`src/rtl/decade_pkg.sv`:
```
package decade_pkg;
    localparam int DIGIT_W = 4;
    localparam logic [DIGIT_W-1:0] RELOAD_VAL = '0;
    localparam logic [DIGIT_W-1:0] LAST_DIGIT = DIGIT_W'(9);
endpackage

```
`src/rtl/dc_wrap_detect.sv`:
```
module dc_wrap_detect (
    input  logic lsb,
    input  logic msb,
    output logic hit
);
    // Within 0..9 the two outer bits are both set only at nine.
    always_comb begin
        hit = lsb & msb;
    end
endmodule

```
`src/rtl/dc_load_counter.sv`:
```
module dc_load_counter #(
    parameter int W = 4
) (
    input  logic         clk,
    input  logic         rst,
    input  logic         load,
    input  logic         count,
    input  logic [W-1:0] din,
    output logic [W-1:0] q
);
    typedef struct packed {
        logic [W-1:0] val;
    } cnt_state_t;

    cnt_state_t state_d, state_q;

    always_comb begin
        state_d = state_q;
        if (rst) begin
            state_d.val = '0;
        end else if (load) begin
            state_d.val = din;
        end else if (count) begin
            state_d.val = state_q.val + 1'b1;
        end
    end

    always_ff @(posedge clk) begin
        state_q <= state_d;
    end

    assign q = state_q.val;
endmodule

```
`src/rtl/decade_counter.sv`:
```
module decade_counter (
    input  logic       clk,
    input  logic       rst,
    input  logic       cnt_en,
    output logic [3:0] digit,
    output logic       tc
);
    import decade_pkg::*;

    localparam int W = DIGIT_W;

    logic [W-1:0] cnt_q;
    logic         at_end;
    logic         load_req;

    dc_wrap_detect u_detect (
        .lsb (cnt_q[0]),
        .msb (cnt_q[W-1]),
        .hit (at_end)
    );

    // The load is qualified by the enable so a paused digit holds at nine.
    always_comb begin
        load_req = at_end & cnt_en;
    end

    dc_load_counter #(.W(W)) u_core (
        .clk   (clk),
        .rst   (rst),
        .load  (load_req),
        .count (cnt_en),
        .din   (RELOAD_VAL),
        .q     (cnt_q)
    );

    assign digit = cnt_q;
    assign tc    = load_req;
endmodule

```
`config.mk`:
```
export PLATFORM = sky130hd
export DESIGN_NAME = decade_counter
export DESIGN_NICKNAME = d
export VERILOG_FILES = /design/src/rtl/decade_pkg.sv /design/src/rtl/dc_wrap_detect.sv /design/src/rtl/dc_load_counter.sv /design/src/rtl/decade_counter.sv
export SDC_FILE = /design/constraint.sdc
export NUM_CORES = 1
export LEC_CHECK = 0
export BUFFER_PORTS_ARGS = -buffer_cell sky130_fd_sc_hd__clkbuf_2
export CORE_AREA = 3 3 40 42
export CTS_CLUSTER_SIZE = 20
export DETAILED_ROUTE_END_ITERATION = 10
export DIE_AREA = 0 0 43 45
export SYNTH_ARGS = -nofsm -noshare
export SYNTH_HDL_FRONTEND = slang
export SYNTH_SLANG_ARGS = --single-unit
```
`constraint.sdc`:
```
create_clock -name clk -period 1.95 [get_ports clk]
set_input_delay 0.195 -clock clk [delete_from_list [all_inputs] [get_ports clk]]
set_output_delay 0.195 -clock clk [all_outputs]
set_load 0.01 [all_outputs]
```
# == Word level (Yosys, flattened, before mapping) ==
# Index checks and enable logic that the tools add are counted.
# classes
add_sub_neg,1
bitwise_logic,2
reduce_logical,1
# ops
cell,n
$add 4x1->4 const B,1
$and 1x1->1,2
$reduce_or 2->1,1
# totals
reg_bits,4
in_bits,3
output_inout_bits,5
word_cells,5

# == Depth between registers and ports, before layout ==
# depth
depth_word,3
mapped_depth,3
depth_no_buf,3

# == Cells and area by module ==
# A second synthesis with hierarchy kept.
# unflattened
cells_unflattened,25
area_unflattened_um2,221.5
# modules_own_cells
module,n_inst,cells_per_inst,area_each_um2,seq_area_each_um2
dc_load_counter,1,22,205.2,80.1
decade_counter,1,2,10.0,0.0
dc_wrap_detect,1,1,6.3,0.0

# == Worst setup path before layout ==
# No wires, ideal clock.
# synth_timing
kind,reg2reg
from,register u_core.state_q (netlist bit u_core.q[1])
to,register u_core.state_q (netlist bit u_core.q[2])
setup_ns,0.092
arrival_time_ns,0.925
t_required_ns,1.858
setup_slack_ns,0.933
path_stages_with_launch,4
n_path_buf,0
period_less_slack_ns,1.017
path_cell_list,dfxtp_1 ha_1 and3_2 nor4_1
# synth_between
elab_chain_cells,1
# synth_rtl
item,line_no,text
"start, declared",dc_load_counter.sv:15,"cnt_state_t state_d, state_q;"
"start signal, assigned",dc_load_counter.sv:29,state_q <= state_d;
$add 4x1->4,dc_load_counter.sv:24,state_d.val = state_q.val + 1'b1;
# Every way passes these cells.
# A chain may end at the register's enable or synchronous reset.

# == Final worst setup path ==
# layout_timing
from,register u_core.state_q (netlist bit u_core.q[0])
to,output port tc
# layout_between
elab_chain_cells,2
# layout_rtl
item,line_no,text
$and 1x1->1,dc_wrap_detect.sv:8,hit = lsb & msb;
$and 1x1->1,decade_counter.sv:24,load_req = at_end & cnt_en;
"end, declared",decade_counter.sv:6,output logic tc
# Every way passes these cells.

==> reports/qor.csv <==
metric,value,unit
status,"finished, final reports clean",
min cycle time layout,1192,ps
Tcrit/Tclk final,61.15,%
CTS Buf Count,3,
register area,80.08,µm²
Congestion Overflow GR,0,
measured slew at the worst slew-check pin,213.2,ps
RSZ-0062 raised after global routing,no,
first-pass GRT wire length,731,µm
clock root cell,clkbuf_4,
Sum Neg Setup Slack,0,ps
Final #Nets,36,
Leak,0.1124,nW
setup violators final,0,
"flops & latches, synth",4,
vias in the first global route,174,
DRC violations left,0,
post-synthesis cell type count,14,
hold_ws,180.2,ps
"Power, Total",212.9,µW
final hold vios,0,
wire per inst,8.289,µm
Worst Path Arrival,1000,ps
Hold WC Path Type,in -> reg,
final std cells w/o fill,45,
postcts setup bufs,0,
max reg flops,4,
Max clock buf depth,2,
CTS sink cnt,4,
CP Class,reg -> out,
PnR worst setup slack,757.6,ps
CP startpoint kind,flop,
syn_area_per_cell,8.645,µm²
clock slew at reported path FFs,30,ps
largest net degree at the start of global routing,8,
Starting Density,14.80,%
f_max,838.6,MHz
Fill cells,149,
# diodes,0,
Placement Setup Slack,883.7,ps
"commonest non-fill, non-tap cell in the layout",clkbuf_2,
final WL,373,µm
CP Data Required Time,1750,ps
core area,0.001285,mm²
vias per inst,3.733,
die area,0.001935,mm²
Total GRT Usage,5.750,%
post-synthesis sequential area ratio,42.11,%
Routed Antenna Nets,0,
DP Cell Count,42,
number of I/O pins,8,
CP Capture Type,output port,
VDD IR max,0.5689,mV
H-tree depth,1,
area of the multi-input gates,95.09,µm²
Syn Nets,26,
Syn Inst Count,22,
via count,168,
later-pin clock latency in the skew report,230,ps
hold_buf cts,0,
layout cells sized above 1,40.00,%
initial antenna violation count,0,
DRT Pass-1 Iters,2,
Vert. Die Dim,45,µm
DR iter-0 viols,2,
crit path max fanout,6,
Final Wtd Congestion,0.7247,
P&R area growth vs syn,32.24,%
CTS resizes,0,
Synth Cell Area,190.2,µm²
TritonCTS clock tree,yes,
Clock Skew,0.1393,ps
max-slew violation count,0,
max cap viols,0,
PD cells,846.6,mW/mm²
Rel. slew slack,85.66,%
Syn. warnings,0,
port buffer count,7,
"commonest cells after routing, fill and taps aside","clkbuf_2, dfxtp_1, nand2_1, a21oi_1, clkbuf_4",
num rows,13,
chip width,43,µm
-- cells in the mapped netlist, drive strengths merged --
library cell	number	area share [%]
a21oi	3	7.9
xnor2	1	4.6
nor4	1	3.3
nand2	4	9.2
dfxtp	4	42
nand3	1	2.6
and3	2	7.2
ha	1	6.6
buf	2	7.9
nor2	1	2.0
nand2b	1	3.3
or3	1	3.3
-- layout make-up --
cell class | count | area share (%)
Clock buffer | 3 | 8.955
Tap cell | 15 | 7.463
Multi-Input combinational cell | 16 | 37.81
Timing Repair Buffer | 7 | 13.93
Sequential cell | 4 | 31.84
-- logic make-up (layout without fill, tap and decap cells) --
kind of cell / after synthesis / after routing / share of synthesized area (%)
buf+inv: 2 / 10 / 7.892
simple gates: 11 / 11 / 30.93
fa+ha+maj: 1 / 1 / 6.578
xor+xnor: 1 / 1 / 4.606
compound gates: 3 / 3 / 7.892
flops: 4 / 4 / 42.11
-- stage by stage --
stage	instance area [µm²]	utilization (%)
2_1_floorplan	190.2	-
3_3_place_gp	229.0	17.82
3_5_place_dp	229.0	17.82
4_1_cts	251.5	19.57
5_1_grt	251.5	19.57
6_report	251.5	19.57
-- per-layer routing --
metal | track usage, % | share of wire, % | wire length (µm)
met5 | 0 | 0 | 0
met3 | 7.570 | 16 | 60
met2 | 6.886 | 34 | 125
met1 | 6.522 | 50 | 187
met4 | 0 | 0 | 0
-- report_power, final --
group | switching (mW) | total, mW | internal [mW]
sequential | 0.00575 | 0.0924 | 0.0867
combinational | 0.0106 | 0.0207 | 0.0100
clock | 0.0312 | 0.0998 | 0.0687
-- worst paths after layout --
kind	start	end	slack (ps)	depth (start not counted)
max	u_core.q[0]	tc	760	2
min	rst	u_core.q[0]	180	2
max reg2reg	u_core.q[0]	u_core.q[2]	880	3
min reg2reg	u_core.q[3]	u_core.q[3]	500	2
-- critical path, cell delays in order, from the launching register on --
cell,delay [ps]
dfxtp_1,420
and3_1,210
clkbuf_2,140
Power figures use the tool's default switching activity.
